<file path="config.mk">
export PLATFORM = sky130hd
export DESIGN_NAME = fpadd_pipe
export DESIGN_NICKNAME = d
export VERILOG_FILES = /design/src/rtl/fpadd_pkg.sv /design/src/rtl/fpadd_align.sv /design/src/rtl/fpadd_norm.sv /design/src/rtl/fpadd_round.sv /design/src/rtl/fpadd_pipe.sv
export SDC_FILE = /design/constraint.sdc
export NUM_CORES = 1
export LEC_CHECK = 0
export BUFFER_PORTS_ARGS = -buffer_cell sky130_fd_sc_hd__buf_4
export CAP_MARGIN = 20
export CORE_MARGIN = 8
export CORE_UTILIZATION = 25
export DETAILED_ROUTE_END_ITERATION = 16
export GPL_TIMING_DRIVEN = 1
export MAX_ROUTING_LAYER = met4
export RECOVER_POWER = 50
export SLEW_MARGIN = 20
export SYNTH_ARGS = -nofsm -noshare
export SYNTH_HDL_FRONTEND = slang
export SYNTH_SLANG_ARGS = --single-unit
</file>
<file path="constraint.sdc">
create_clock -name clk -period 21.8 [get_ports clk]
set_input_delay 1.09 -clock clk [delete_from_list [all_inputs] [get_ports clk]]
set_output_delay 1.09 -clock clk [all_outputs]
set_load 0.01 [all_outputs]
</file>
<file path="src/rtl/fpadd_pkg.sv">
package fpadd_pkg;

  localparam int EXP_W  = 8;
  localparam int FRAC_W = 23;
  localparam int SIG_W  = FRAC_W + 1;        // significand with hidden one
  localparam int ALN_W  = SIG_W + 3;         // plus guard, round, sticky
  localparam int SUM_W  = ALN_W + 1;         // plus carry
  localparam int XE_W   = EXP_W + 2;         // signed working exponent
  localparam int LZ_W   = $clog2(ALN_W + 1);
  localparam int WORD_W = 1 + EXP_W + FRAC_W;
  localparam logic [EXP_W-1:0]  EXP_ALL1 = '1;
  localparam logic [WORD_W-1:0] QNAN_W   = {1'b0, EXP_ALL1, 1'b1, {(FRAC_W-1){1'b0}}};

  typedef enum logic [1:0] {
    RM_NEAR = 2'b00,
    RM_ZERO = 2'b01,
    RM_PINF = 2'b10,
    RM_NINF = 2'b11
  } rmode_e;

  typedef struct packed {
    logic              vld;
    rmode_e            rm;
    logic              spec;
    logic              spec_nv;
    logic [WORD_W-1:0] spec_res;
    logic              sgn;
    logic              sub;
    logic [EXP_W-1:0]  exp;
    logic [ALN_W-1:0]  ma;
    logic [ALN_W-1:0]  mb;
  } align_t;

  typedef struct packed {
    logic              vld;
    rmode_e            rm;
    logic              spec;
    logic              spec_nv;
    logic [WORD_W-1:0] spec_res;
    logic              sgn;
    logic              zero;
    logic [XE_W-1:0]   exp;
    logic [ALN_W-1:0]  man;
  } norm_t;

  function automatic logic f_is_nan(input logic [WORD_W-1:0] w);
    return (w[WORD_W-2 -: EXP_W] == EXP_ALL1) && (w[FRAC_W-1:0] != '0);
  endfunction

  function automatic logic f_is_inf(input logic [WORD_W-1:0] w);
    return (w[WORD_W-2 -: EXP_W] == EXP_ALL1) && (w[FRAC_W-1:0] == '0);
  endfunction

  // Right shift of the smaller significand; everything below the round bit
  // is folded into the sticky bit.
  function automatic logic [ALN_W-1:0] f_align(input logic [SIG_W-1:0] m,
                                               input logic [EXP_W-1:0] d);
    logic [SIG_W+ALN_W-2:0] w;
    if (d >= EXP_W'(ALN_W - 1)) return {{(ALN_W-1){1'b0}}, |m};
    w = {m, {(ALN_W-1){1'b0}}} >> d;
    return {w[SIG_W+ALN_W-2 -: ALN_W-1], |w[SIG_W-1:0]};
  endfunction

  function automatic logic [LZ_W-1:0] f_lzc(input logic [ALN_W-1:0] v);
    logic [LZ_W-1:0] n;
    logic            seen;
    n    = '0;
    seen = 1'b0;
    for (int i = ALN_W - 1; i >= 0; i--) begin
      if (v[i]) seen = 1'b1;
      else if (!seen) n = n + 1'b1;
    end
    return n;
  endfunction

  function automatic logic f_round_up(input rmode_e rm, input logic sgn,
                                      input logic lsb, input logic g,
                                      input logic st);
    case (rm)
      RM_NEAR: return g & (st | lsb);
      RM_ZERO: return 1'b0;
      RM_PINF: return (g | st) & ~sgn;
      default: return (g | st) & sgn;
    endcase
  endfunction

  function automatic logic [WORD_W-1:0] f_ovf_value(input rmode_e rm, input logic sgn);
    logic to_inf;
    to_inf = (rm == RM_NEAR) || (rm == RM_PINF && !sgn) || (rm == RM_NINF && sgn);
    if (to_inf) return {sgn, EXP_ALL1, {FRAC_W{1'b0}}};
    return {sgn, EXP_ALL1 - 1'b1, {FRAC_W{1'b1}}};
  endfunction

endpackage

</file>
<file path="src/rtl/fpadd_align.sv">
module fpadd_align
  import fpadd_pkg::*;
(
  input  logic              clk,
  input  logic              rst_n,
  input  logic              in_valid,
  input  logic              in_op,
  input  logic [1:0]        in_rm,
  input  logic [WORD_W-1:0] in_a,
  input  logic [WORD_W-1:0] in_b,
  output align_t            s1
);

  logic              sa, sb;
  logic              nan_a, nan_b, inf_a, inf_b;
  logic [WORD_W-2:0] mag_a, mag_b, big, sml;
  logic              swap;
  logic [SIG_W-1:0]  sig_big, sig_sml;
  align_t            nx;

  always_comb begin
    sa    = in_a[WORD_W-1];
    sb    = in_b[WORD_W-1] ^ in_op;
    nan_a = f_is_nan(in_a);
    nan_b = f_is_nan(in_b);
    inf_a = f_is_inf(in_a);
    inf_b = f_is_inf(in_b);

    // denormal inputs flush to zero, sign kept
    mag_a = (in_a[WORD_W-2 -: EXP_W] == '0) ? '0 : in_a[WORD_W-2:0];
    mag_b = (in_b[WORD_W-2 -: EXP_W] == '0) ? '0 : in_b[WORD_W-2:0];
    swap  = mag_b > mag_a;
    big   = swap ? mag_b : mag_a;
    sml   = swap ? mag_a : mag_b;

    sig_big = (big[WORD_W-2 -: EXP_W] == '0) ? '0 : {1'b1, big[FRAC_W-1:0]};
    sig_sml = (sml[WORD_W-2 -: EXP_W] == '0) ? '0 : {1'b1, sml[FRAC_W-1:0]};

    nx          = '0;
    nx.vld      = in_valid;
    nx.rm       = rmode_e'(in_rm);
    nx.sgn      = swap ? sb : sa;
    nx.sub      = sa ^ sb;
    nx.exp      = big[WORD_W-2 -: EXP_W];
    nx.ma       = {sig_big, 3'b000};
    nx.mb       = f_align(sig_sml, big[WORD_W-2 -: EXP_W] - sml[WORD_W-2 -: EXP_W]);

    if (nan_a || nan_b) begin
      nx.spec     = 1'b1;
      nx.spec_nv  = 1'b1;
      nx.spec_res = QNAN_W;
    end else if (inf_a && inf_b) begin
      nx.spec = 1'b1;
      if (sa != sb) begin
        nx.spec_nv  = 1'b1;
        nx.spec_res = QNAN_W;
      end else begin
        nx.spec_res = {sa, EXP_ALL1, {FRAC_W{1'b0}}};
      end
    end else if (inf_a) begin
      nx.spec     = 1'b1;
      nx.spec_res = {sa, EXP_ALL1, {FRAC_W{1'b0}}};
    end else if (inf_b) begin
      nx.spec     = 1'b1;
      nx.spec_res = {sb, EXP_ALL1, {FRAC_W{1'b0}}};
    end
  end

  always_ff @(posedge clk or negedge rst_n) begin
    if (!rst_n) s1 <= '0;
    else        s1 <= nx;
  end

  // the larger-magnitude operand always sits on the unshifted side
  a_r4_order: assert property (@(posedge clk) disable iff (!rst_n)
    (s1.vld && !s1.spec) |-> (s1.ma >= s1.mb));

endmodule

</file>
<file path="src/rtl/fpadd_norm.sv">
module fpadd_norm
  import fpadd_pkg::*;
(
  input  logic   clk,
  input  logic   rst_n,
  input  align_t s1,
  output norm_t  s2
);

  logic [SUM_W-1:0]       sum;
  logic [LZ_W-1:0]        lz;
  logic signed [XE_W-1:0] ebig;
  norm_t                  nx;

  always_comb begin
    sum  = s1.sub ? ({1'b0, s1.ma} - {1'b0, s1.mb}) : ({1'b0, s1.ma} + {1'b0, s1.mb});
    lz   = f_lzc(sum[ALN_W-1:0]);
    ebig = $signed({2'b00, s1.exp});

    nx          = '0;
    nx.vld      = s1.vld;
    nx.rm       = s1.rm;
    nx.spec     = s1.spec;
    nx.spec_nv  = s1.spec_nv;
    nx.spec_res = s1.spec_res;
    nx.zero     = (sum == '0);

    if (sum[SUM_W-1]) begin
      nx.man = {sum[SUM_W-1:2], |sum[1:0]};
      nx.exp = ebig + 10'sd1;
    end else begin
      nx.man = sum[ALN_W-1:0] << lz;
      nx.exp = ebig - $signed({{(XE_W-LZ_W){1'b0}}, lz});
    end

    // exact zero: same-sign zeros keep the sign, cancellation follows the mode
    if (nx.zero) nx.sgn = s1.sub ? (s1.rm == RM_NINF) : s1.sgn;
    else         nx.sgn = s1.sgn;
  end

  always_ff @(posedge clk or negedge rst_n) begin
    if (!rst_n) s2 <= '0;
    else        s2 <= nx;
  end

  // a nonzero finite sum leaves this rank with its leading one in place
  a_r4_norm_msb: assert property (@(posedge clk) disable iff (!rst_n)
    (s2.vld && !s2.spec && !s2.zero) |-> s2.man[ALN_W-1]);

endmodule

</file>
<file path="src/rtl/fpadd_round.sv">
module fpadd_round
  import fpadd_pkg::*;
(
  input  logic              clk,
  input  logic              rst_n,
  input  norm_t             s2,
  output logic              out_valid,
  output logic [WORD_W-1:0] out_res,
  output logic [3:0]        out_flags
);

  logic                   lsb, g, st, inexact, up;
  logic [SIG_W:0]         sig;
  logic signed [XE_W-1:0] erd;
  logic [FRAC_W-1:0]      frac;
  logic [WORD_W-1:0]      res_n;
  logic [3:0]             flg_n;

  always_comb begin
    lsb     = s2.man[3];
    g       = s2.man[2];
    st      = |s2.man[1:0];
    inexact = g | st;
    up      = f_round_up(s2.rm, s2.sgn, lsb, g, st);
    sig     = {1'b0, s2.man[ALN_W-1:3]} + {{SIG_W{1'b0}}, up};
    erd     = $signed(s2.exp) + $signed({{(XE_W-1){1'b0}}, sig[SIG_W]});
    frac    = sig[SIG_W] ? sig[SIG_W-1:1] : sig[FRAC_W-1:0];

    if (s2.spec) begin
      res_n = s2.spec_res;
      flg_n = {s2.spec_nv, 3'b000};
    end else if (s2.zero) begin
      res_n = {s2.sgn, {(WORD_W-1){1'b0}}};
      flg_n = 4'b0000;
    end else if (erd >= $signed(XE_W'(2**EXP_W - 1))) begin
      res_n = f_ovf_value(s2.rm, s2.sgn);
      flg_n = 4'b0101;
    end else if (erd <= 10'sd0) begin
      res_n = {s2.sgn, {(WORD_W-1){1'b0}}};
      flg_n = 4'b0011;
    end else begin
      res_n = {s2.sgn, erd[EXP_W-1:0], frac};
      flg_n = {3'b000, inexact};
    end
  end

  always_ff @(posedge clk or negedge rst_n) begin
    if (!rst_n) begin
      out_valid <= 1'b0;
      out_res   <= '0;
      out_flags <= '0;
    end else begin
      out_valid <= s2.vld;
      out_res   <= res_n;
      out_flags <= flg_n;
    end
  end

  a_r6_canon_nan: assert property (@(posedge clk) disable iff (!rst_n)
    (out_valid && out_flags[3]) |-> (out_res == QNAN_W && out_flags[2:0] == 3'b000));

  a_r9_ovf_inexact: assert property (@(posedge clk) disable iff (!rst_n)
    (out_valid && out_flags[2]) |-> (out_flags[0] && out_res[WORD_W-2 -: EXP_W] >= (EXP_ALL1 - 1'b1)));

  a_r10_flush_zero: assert property (@(posedge clk) disable iff (!rst_n)
    (out_valid && out_flags[1]) |-> (out_flags[0] && out_res[WORD_W-2:0] == '0));

  a_r5_no_denormal: assert property (@(posedge clk) disable iff (!rst_n)
    out_valid |-> !(out_res[WORD_W-2 -: EXP_W] == '0 && out_res[FRAC_W-1:0] != '0));

endmodule

</file>
<file path="src/rtl/fpadd_pipe.sv">
module fpadd_pipe
  import fpadd_pkg::*;
(
  input  logic        clk,
  input  logic        rst_n,
  input  logic        in_valid,
  input  logic        in_op,
  input  logic [1:0]  in_rm,
  input  logic [31:0] in_a,
  input  logic [31:0] in_b,
  output logic        out_valid,
  output logic [31:0] out_res,
  output logic [3:0]  out_flags
);

  align_t     s1;
  norm_t      s2;
  logic [1:0] warm;

  fpadd_align u_align (
    .clk      (clk),
    .rst_n    (rst_n),
    .in_valid (in_valid),
    .in_op    (in_op),
    .in_rm    (in_rm),
    .in_a     (in_a),
    .in_b     (in_b),
    .s1       (s1)
  );

  fpadd_norm u_norm (
    .clk   (clk),
    .rst_n (rst_n),
    .s1    (s1),
    .s2    (s2)
  );

  fpadd_round u_round (
    .clk       (clk),
    .rst_n     (rst_n),
    .s2        (s2),
    .out_valid (out_valid),
    .out_res   (out_res),
    .out_flags (out_flags)
  );

  // cycles since reset, saturating, used only to keep $past inside that window
  always_ff @(posedge clk or negedge rst_n) begin
    if (!rst_n)              warm <= 2'd0;
    else if (warm != 2'd3)   warm <= warm + 2'd1;
  end

  // every strobe comes back exactly three cycles on, one per cycle
  a_r2_latency: assert property (@(posedge clk) disable iff (!rst_n)
    (warm == 2'd3) |-> (out_valid == $past(in_valid, 3)));

  a_r12_idle_after_reset: assert property (@(posedge clk) disable iff (!rst_n)
    (warm != 2'd3) |-> !out_valid);

endmodule

</file>
==> results.py, run 1 <==
metrics = {
    "critical_path": {
        "path_class": "reg -> reg",
        "cp.required_ns": 22.10,
        "reg2reg_from": "u_align.s1[22]",
        "ff2ff_setup_slack_ns": 1.35,
        "cp-start-kind": "flop",
        "reg2reg_depth": 102,
        "cpMostUsedCell": "ha_1",
        "critPathSlowestCell": "or4_4",
        "cp-end-kind": "flop",
        "critPathLaunch": "u_align.s1[22]",
        "slowest_delay_ns": 0.58,
        "cp_max_fo": 25,
        "arrival_ns": 20.75,
        "reg2reg_to": "u_norm.s2[23]",
        "crit_end": "u_norm.s2[23]",
    },
    "placement": {
        "hpwl_um": 42520,
        "place_ws_ns": 0.7262,
        "portBuffers": 106,
        "numPlacedInstances": 3090,
        "place_congestion": 0.9536,
    },
    "floorplanning": {
        "initial_utilization_pct": 25.25,
        "dieHeight_um": 273.9,
        "die_x_um": 273.9,
        "io_pins": 107,
        "dieArea_sq_um": 75040,
        "core_sq_um": 65860,
        "row_count": 94,
    },
    "yosys": {
        "syn_nets": 2401,
        "ys_seq_area_share_pct": 22.42,
        "synth_top_family_by_area": "simple AND/OR/NAND/NOR gates",
        "synth_mux_area_share_pct": 7.996,
        "yosys_warnings": 0,
        "synthDistinctLibCells": 104,
        "async_flop_share_pct": 100.0,
        "synth-simple-area-share_pct": 24.57,
        "synth_compound_area_share_pct": 23.38,
        "syn-cell-area_sq_um": 16630,
        "synth-main-ff-cell": "dfrtp_1",
        "syn_avg_cell_area_sq_um": 7.520,
        "synth_edf_count": 0,
        "synth-adder-area-share_pct": 9.102,
        "syn_inst": 2212,
        "synth-seq-cells": 149,
        "yosys.area_share.xor_xnor_pct": 7.101,
    },
    "layout": {
        "stdcell_count": 3129,
        "syn_to_final_growth_pct": 13.50,
        "drive_gt1_share_pct": 10.91,
        "final_nets": 2440,
    },
    "routing": {
        "vias": 16448,
        "initialDrtViolationCount": 1418,
        "vias_per_cell": 5.257,
        "wire_per_inst_um": 16.91,
        "drc": 0,
        "wirelength_um": 52910,
        "antenna_left": 0,
        "first_pass_iters": 8,
    },
    "timing": {
        "fmax_ghz": 0.04890,
        "setup_ws_ns": 1.350,
        "drv_slew": 152,
        "fin_crit_ns": 20.45,
        "finalSetupViolCount": 0,
        "relSlewSlack_pct": -156.7,
        "worst_pin_slew_ns": 3.850,
        "timing_hold_violations_final": 0,
        "clock_skew_ns": 0.01699,
        "period_share_pct": 93.81,
    },
    "grt": {
        "grt.total_usage_pct": 14.08,
        "antenna_found_initial": 1,
        "grt_max_degree": 78,
        "overflow": 0,
        "grt_pass1_wl_um": 85110,
        "first_global_vias": 15629,
    },
    "hold_path": {
        "hold_path.class": "reg -> reg",
        "hp-start": "u_align.s1[95]",
    },
    "pwr": {
        "power.density_nw_per_um2": 90.54,
        "leakage_nw": 8.102,
        "peakVddDrop_uv": 54.45,
    },
    "clock_tree": {
        "htreeDepth": 4,
        "cts_tree": "built",
        "path_clk_slew_ns": 0.07,
        "cts_buffers": 17,
        "cts_buffer_depth": 2,
        "clock-root-buffer": "clkbuf_16",
        "ctsHoldBuffers": 0,
        "clock_latency_ns": 0.43,
        "cts_num_sinks": 149,
    },
    "run": {
        "maxCapViolations": 2,
    },
    "outcome": {
        "status": "finished, violations left",
        "violations": "capacitance limit, slew limit",
    },
}
==> synthesized netlist by cell type (all sizes together), types with 25 or more instances <==
master	number	area, sq um
nor3	54	295.3
a21oi	171	855.8
nand4	31	193.9
mux2	32	360.3
nand3	70	355.3
a21o	25	195.2
o21ai	167	835.8
mux2i	92	924.6
and2	30	187.7
nor2	247	927.1
xor2	46	432.9
inv	113	426.7
ha	117	1464
and3	28	175.2
nor4	26	168.9
nor2b	28	177.7
clkbuf	94	352.8
nand2	250	940.9
dfrtp	149	3729
xnor2	67	609.3
==> per-stage QoR <==
step | setup TNS [ns] | power (mW) | hold WS, ns | instance area [sq um] | utilization [%]
floorplan | 0 | 1.104 | 0.3312 | 16630 | -
global placement | 0 | 1.418 | 0.3330 | 18300 | 27.78
detailed placement | 0 | 1.417 | 0.3347 | 18300 | 27.78
CTS | 0 | 1.708 | 0.3507 | 18870 | 28.65
global route | -0.1103 | 1.845 | 0.3574 | 18880 | 28.66
finish | 0 | 1.709 | 0.3497 | 18880 | 28.66
==> timing repair <==
action	in CTS	in global routing
gates resized for setup	0	33
endpoints found under the setup margin	0	36
setup buffers	0	5
==> per-layer routing <==
layer	global-route usage (%)	wire length [um]	part of all wire, %
met4	3.924	1247	2.4
met2	21.77	23920	45
met5	-	0	0
met3	1.559	2762	5.2
met1	19.35	24970	47
==> layout by cell type, fill, tap and decap left out, drive strengths merged, types with 11 or more instances in the layout <==
master    n
or3      18
a211oi   22
a31oi    23
nor3     54
a21o     25
o211ai   19
nand2   250
mux2i    92
xor2     46
a21oi   171
xnor2    67
nand3    70
or2      14
buf      93
nand4    31
ha      117
or4      14
o21a     17
inv     120
nand2b   23
o21ai   167
and2     30
o22ai    15
nor4     26
and3     28
o31ai    18
clkbuf   63
o21bai   14
a21boi   11
mux2     32
nor2    247
dfrtp   149
nor2b    28
==> cell families after synthesis <==
group / after synthesis
AOI/OAI and AO/OA: 608
DFF: 149
muxes: 126
xor gates and xnor gates: 119
adders and majority gates: 120
buffers and inverters: 233
and+or+nand+nor: 857
==> layout make-up <==
type                    count  area, sq um
fillers                  7224        46980
repair buffers            138        887.1
diodes                      1        2.502
flip-flops and latches    149         3729
clock buffers              18        429.2
multi-input cells        1830        12180
inverters                 115        434.2
clock inverters            14        138.9
well taps                 864         1081
==> power by group <==
part	switching [mW]	internal, mW
sequential	0.0496	0.351
combinational	0.647	0.378
clock	0.124	0.160
total	0.821	0.889
==> how the worst min path moves through the flow <==
| stage | end | slack, ns | cells past startpoint |
|---|---|---|---|
| CTS | u_norm.s2[70] | 0.35 | 0 |
| detailed placement | u_norm.s2[70] | 0.33 | 0 |
| global placement | u_round.out_valid | 0.33 | 0 |
| global route | u_norm.s2[70] | 0.36 | 0 |
| finish | u_norm.s2[70] | 0.35 | 0 |
| floorplan | u_norm.s2[70] | 0.33 | 0 |
==> critical path: cells and delay by family, from the launching register on <==
kind            cells  cell delay [ns]
simple gates       29             3.80
mux                13             2.82
fa+ha+maj          24             7.42
compound gates     30             5.12
buf+inv             6             0.74
flops               1             0.38
==> registers in the layout, summed over array words and instances, names as in the netlist <==
name               count
u_round.out_flags      4
u_round.out_res       32
u_norm.s2             45
u_round.out_valid      1
u_align.s1            67
No activity file was read; power rests on OpenSTA's default activity.
==> run 2, diff against run 1 <==
--- a/config.mk
+++ b/config.mk
@@ -5,11 +5,11 @@
 export SDC_FILE = /design/constraint.sdc
 export NUM_CORES = 1
 export LEC_CHECK = 0
-export BUFFER_PORTS_ARGS = -buffer_cell sky130_fd_sc_hd__buf_4
 export CAP_MARGIN = 20
 export CORE_MARGIN = 8
 export CORE_UTILIZATION = 25
 export DETAILED_ROUTE_END_ITERATION = 16
+export DONT_BUFFER_PORTS = 1
 export GPL_TIMING_DRIVEN = 1
 export MAX_ROUTING_LAYER = met4
 export RECOVER_POWER = 50
==> constraint.sdc (replaced) <==
create_clock -name clk -period 21.8 [get_ports clk]
set_input_delay 5.45 -clock clk [delete_from_list [all_inputs] [get_ports clk]]
set_output_delay 5.45 -clock clk [all_outputs]
set_load 0.01 [all_outputs]
==> run 2 against run 1 <==
  * The run now ends clean
  * Worst setup slack better by 0.060 ns
  * First-iteration DRC count is 6.6% higher
  * Die area is the same
  * Maximum frequency is 0.29% higher
  * Sequential share of layout area grew 0.57 points
  * Clock skew grew 0.0052 ns
  * Critical path type unchanged
==> results.py, run 2 (synthesis gave the netlist of run 1 again) <==
metrics = {
    "pwr": {
        "power.density_nw_per_um2": 93.68,
        "power.total_mw": 1.719,
        "p_sw_mw": 0.7907,
        "clock_power_share_pct": 18.8,
        "leakage_nw": 7.848,
        "sw_frac_of_total_pct": 46.00,
        "peakVddDrop_uv": 67.85,
        "power_frac_seq_pct": 24.8,
        "pwr-share-comb_pct": 56.5,
        "intPower_mw": 0.9281,
    },
    "grt": {
        "overflow": 0,
        "first_global_vias": 15144,
        "grt_pass1_wl_um": 83080,
        "grt.total_usage_pct": 13.83,
        "grt_max_degree": 150,
        "antenna_found_initial": 0,
    },
    "floorplanning": {
        "row_count": 94,
        "core_sq_um": 65860,
        "dieHeight_um": 273.9,
        "dieArea_sq_um": 75040,
        "initial_utilization_pct": 25.25,
        "die_x_um": 273.9,
        "io_pins": 107,
    },
    "routing": {
        "wirelength_um": 52600,
        "vias": 16020,
        "initialDrtViolationCount": 1511,
        "first_pass_iters": 6,
        "antenna_left": 0,
        "vias_per_cell": 5.282,
        "drc": 0,
        "wire_per_inst_um": 17.34,
    },
    "layout": {
        "fill_cells": 7172,
        "seq_area_sq_um": 3729,
        "final_cell_mix": "249 x nand2_1, 247 x nor2_1, 171 x a21oi_1",
        "layout_commonest_cell": "nand2_1",
        "drive_gt1_share_pct": 8.068,
        "multi_input_area_sq_um": 12130,
        "largest_reg_flops": 67,
        "antennaDiodeCount": 0,
        "syn_to_final_growth_pct": 10.31,
        "largest-register": "u_align.s1",
        "top_regs": "u_align.s1: 67 flops, u_norm.s2: 45 flops, u_round.out_res: 32 flops",
        "final_nets": 2346,
    },
    "timing": {
        "period_share_pct": 93.53,
        "fin_tns_setup_ns": 0,
        "relSlewSlack_pct": 26.72,
        "drv_slew": 0,
        "fmax_ghz": 0.04904,
        "timing_hold_violations_final": 0,
        "fin_crit_ns": 20.39,
        "clock_skew_ns": 0.02221,
        "worst_pin_slew_ns": 1.095,
        "finalSetupViolCount": 0,
    },
    "clock_tree": {
        "htreeDepth": 4,
        "cts_tree": "built",
        "cts_num_sinks": 149,
        "clock_latency_ns": 0.45,
        "cts_buffers": 17,
        "ctsHoldBuffers": 0,
        "path_clk_slew_ns": 0.06,
        "clock-root-buffer": "clkbuf_16",
        "cts_buffer_depth": 2,
    },
    "critical_path": {
        "critPathSlowestCell": "xnor3_1",
        "cp-start-kind": "flop",
        "ff2ff_setup_slack_ns": 1.41,
        "reg2reg_depth": 103,
        "reg2reg_from": "u_align.s1[21]",
        "cp.required_ns": 22.17,
        "reg2reg_to": "u_norm.s2[35]",
        "critPathLaunch": "u_align.s1[21]",
        "cpMostUsedCell": "ha_1",
        "cp-end-kind": "flop",
        "slowest_delay_ns": 0.74,
        "crit_end": "u_norm.s2[35]",
        "path_class": "reg -> reg",
        "cp_max_fo": 11,
        "arrival_ns": 20.76,
    },
    "hold_path": {
        "hold_path.class": "reg -> reg",
    },
    "run": {
        "maxCapViolations": 0,
    },
    "outcome": {
        "status": "complete, no violations",
    },
    "placement": {
        "place_congestion": 0.9743,
        "portBuffers": 0,
        "hpwl_um": 41570,
    },
}
[run 2: changes by cell type in the layout (fill, tap and decap cells not counted), sizes merged]
cell      previous run  this run
a31oi               23        24
clkbuf              63        24
clkinv               3         4
buf                 93        42
inv                120       113
bufinv               1         5
clkinvlp             5         1
diode                1         0
[run 2: routing by layer]
layer / vias up / wire [um] / track usage [%]
li1: 7847 / - / -
met1: 7496 / 24230 / 18.62
met2: 574 / 23330 / 21.01
met3: 103 / 3407 / 2.152
met4: 0 / 1629 / 4.687
met5: - / 0 / -
[run 2: final cells by class]
type	count	area share [%]
multi-input combinational	1831	66.11
tap	864	5.892
clock inverter	8	0.9343
timing repair buffer	43	1.766
clock buffer	23	2.605
sequential	149	20.32
inverter	115	2.366
[run 2: worst min path at each step]
stage	slack, ns	end	depth (start not counted)	startpoint
after floorplan	0.33	u_norm.s2[70]	0	u_align.s1[95]
after global placement	0.33	u_norm.s2[75]	0	u_align.s1[100]
after detailed placement	0.33	u_norm.s2[70]	0	u_align.s1[95]
after CTS	0.35	u_round.out_valid	0	u_norm.s2[75]
after global routing	0.35	u_round.out_valid	0	u_norm.s2[75]
final	0.35	u_round.out_valid	0	u_norm.s2[75]
[run 2: worst max-delay path, delay by kind of cell (launching register included)]
kind,cells,cell delay [ns]
adder cells (fa/ha/maj),25,7.78
AND/OR/NAND/NOR,34,4.40
AO/OA/AOI/OAI,26,4.13
multiplexers,11,2.40
XOR/XNOR,2,0.87
buffers and inverters,5,0.36
flip-flops,1,0.35
[run 2: repair_timing]
item | 4_1_cts | 5_1_grt
setup buffers | 0 | 7
gates resized for setup | 0 | 18
setup endpoints to repair | 0 | 36
[run 2: power groups by stage]
stage | clock (mW) | sequential [mW] | combinational [mW]
after detailed placement | 0 | 0.434 | 0.931
after global routing | 0.342 | 0.435 | 1.07
after floorplan | 0 | 0.405 | 0.699
after CTS | 0.329 | 0.429 | 0.936
final | 0.322 | 0.426 | 0.971
after global placement | 0 | 0.432 | 0.934
[run 2: per-stage QoR]
step / instance area (sq um) / util, % / cells / hold WS [ns] / worst slack, ns
6_report: 18350 / 27.86 / 3033 / 0.3460 / 1.410
5_1_grt: 18350 / 27.86 / 3033 / 0.3502 / -0.08425
3_3_place_gp: 17570 / 26.67 / 2993 / 0.3348 / 1.286
3_5_place_dp: 17570 / 26.67 / 2993 / 0.3347 / 0.8892
2_1_floorplan: 16630 / - / 2212 / 0.3312 / 2.542
4_1_cts: 18220 / 27.66 / 3024 / 0.3489 / 0.7736
==> run 3, diff against run 2 <==
--- a/config.mk
+++ b/config.mk
@@ -12,6 +12,7 @@
 export DONT_BUFFER_PORTS = 1
 export GPL_TIMING_DRIVEN = 1
 export MAX_ROUTING_LAYER = met4
+export PLACE_DENSITY = 0.44
 export RECOVER_POWER = 50
 export SLEW_MARGIN = 20
 export SYNTH_ARGS = -nofsm -noshare
==> constraint.sdc (replaced) <==
create_clock -name clk -period 23.1 [get_ports clk]
set_input_delay 5.775 -clock clk [delete_from_list [all_inputs] [get_ports clk]]
set_output_delay 5.775 -clock clk [all_outputs]
set_load 0.01 [all_outputs]
==> run 3 against run 2 <==
  * Flip-flop and latch count stayed put
  * Wire length is 13% higher
  * Worst setup slack better by 0.49 ns
  * First-iteration DRC count is 29% lower
  * Worst hold slack better by 0.0048 ns
  * Sequential power is 5.6% lower
  * Clock power is 21% lower
  * Sequential share of layout area is 0.22 points higher
  * Cell area is 1.1% lower
  * Via count hardly changed
  * Cell count is 0.16% lower
==> results.py, run 3 (synthesis gave the netlist of run 1 again) <==
metrics = {
    "outcome": {
        "status": "complete, no violations",
    },
    "critical_path": {
        "path_class": "reg -> reg",
        "crit_end": "u_norm.s2[35]",
        "reg2reg_to": "u_norm.s2[35]",
        "critPathLaunch": "u_align.s1[20]",
        "reg2reg_from": "u_align.s1[20]",
        "cpMostUsedCell": "ha_1",
        "cp_max_fo": 14,
        "critPathSlowestCell": "xnor3_1",
        "slowest_delay_ns": 0.75,
        "ff2ff_setup_slack_ns": 1.90,
        "cp-end-kind": "flop",
        "arrival_ns": 21.58,
        "cp-start-kind": "flop",
        "reg2reg_depth": 103,
        "cp.required_ns": 23.48,
    },
    "floorplanning": {
        "dieArea_sq_um": 75040,
        "dieHeight_um": 273.9,
        "row_count": 94,
        "io_pins": 107,
        "core_sq_um": 65860,
        "initial_utilization_pct": 25.25,
        "die_x_um": 273.9,
    },
    "timing": {
        "worst_pin_slew_ns": 0.9706,
        "fmax_ghz": 0.04717,
        "rsz0062_at_grt": "no",
        "period_share_pct": 91.78,
        "fin_crit_ns": 21.20,
        "fin_tns_setup_ns": 0,
        "relSlewSlack_pct": 35.22,
        "timing_hold_violations_final": 0,
        "clock_skew_ns": 0.01896,
        "drv_slew": 0,
        "finalSetupViolCount": 0,
        "whs_ns": 0.3508,
    },
    "routing": {
        "wirelength_um": 59340,
        "vias_per_cell": 5.286,
        "wire_per_inst_um": 19.60,
        "antenna_left": 0,
        "initialDrtViolationCount": 1077,
        "first_pass_iters": 6,
        "drc": 0,
        "vias": 16005,
    },
    "grt": {
        "grt.total_usage_pct": 15.95,
        "first_global_vias": 15895,
        "overflow": 0,
        "grt_max_degree": 150,
        "grt_pass1_wl_um": 93260,
        "antenna_found_initial": 0,
    },
    "layout": {
        "final_nets": 2342,
        "syn_to_final_growth_pct": 9.140,
        "utilization_pct": 27.56,
        "largest_reg_flops": 67,
        "largest-register": "u_align.s1",
        "drive_gt1_share_pct": 7.625,
        "top_regs": "u_align.s1: 67 flops, u_norm.s2: 45 flops, u_round.out_res: 32 flops",
        "final_area_sq_um": 18150,
        "layout_commonest_cell": "nand2_1",
        "final_cell_mix": "249 x nand2_1, 247 x nor2_1, 171 x a21oi_1",
        "antennaDiodeCount": 0,
    },
    "clock_tree": {
        "clock_latency_ns": 0.44,
        "clock-root-buffer": "clkbuf_16",
        "cts_tree": "built",
        "cts_buffers": 17,
        "cts_num_sinks": 149,
        "htreeDepth": 4,
        "ctsHoldBuffers": 0,
        "cts_buffer_depth": 2,
        "path_clk_slew_ns": 0.06,
    },
    "placement": {
        "portBuffers": 0,
        "dpl_cell_area_sq_um": 17550,
        "hpwl_um": 47930,
        "place_congestion": 0.9283,
    },
    "pwr": {
        "power.total_mw": 1.594,
        "peakVddDrop_uv": 40.15,
        "leakage_nw": 7.774,
        "power.density_nw_per_um2": 87.79,
    },
    "run": {
        "maxCapViolations": 0,
    },
    "hold_path": {
        "hold_path.class": "reg -> reg",
    },
}
[run 3: changes by cell type in the layout (fill, tap and decap cells not counted), sizes merged]
cell      change
bufinv        -5
clkbuf        -6
clkinvlp      +2
inv           +4
a31oi         -1
clkinv        +4
buf           -3
[run 3: routing by layer]
layer	vias to the layer above	track usage (%)	part of all wire [%]
li1	7821	-	-
met1	7698	21.23	47
met2	419	25.63	46
met3	67	1.960	4.3
met4	0	3.896	2.1
met5	-	-	0
[run 3: worst max-delay path: cells and delay by family (launching register included)]
family                     cells  cell delay, ns
AOI/OAI and AO/OA             26            4.46
and+or+nand+nor               34            4.57
buffers and inverters          5            0.35
xor gates and xnor gates       2            0.89
DFF                            1            0.35
adders and majority gates     25            7.86
muxes                         11            2.61
[run 3: stage by stage]
step / instances / setup slack, ns
6_report: 3028 / 1.900
5_1_grt: 3028 / 0.07458
4_1_cts: 3021 / 1.772
3_5_place_dp: 2991 / 1.853
3_3_place_gp: 2991 / 2.330
2_1_floorplan: 2212 / 3.842
[run 3: worst min-delay path by stage]
stage	from	to	slack (ns)	depth (start not counted)
6_report	u_norm.s2[75]	u_round.out_valid	0.35	0
5_1_grt	u_norm.s2[75]	u_round.out_valid	0.37	0
4_1_cts	u_align.s1[96]	u_norm.s2[71]	0.35	0
3_5_place_dp	u_align.s1[96]	u_norm.s2[71]	0.34	0
3_3_place_gp	u_align.s1[100]	u_norm.s2[75]	0.34	0
2_1_floorplan	u_align.s1[95]	u_norm.s2[70]	0.33	0
[run 3: final cells by class]
type / instances / area (sq um)
clock buffers: 17 / 425.4
clock inverters: 13 / 103.9
inverters: 115 / 434.2
flip-flops and latches: 149 / 3729
well taps: 864 / 1081
repair buffers: 40 / 309.0
multi-input cells: 1830 / 12070
fillers: 7226 / 47710
[run 3: report_power, final]
part | switching, mW | internal (mW)
sequential | 0.0708 | 0.332
combinational | 0.596 | 0.340
clock | 0.118 | 0.138
total | 0.784 | 0.809
[run 3: repair_timing]
action | in CTS | in global routing
setup buffers | 0 | 7
endpoints found under the setup margin | 0 | 21
resized for setup | 0 | 2
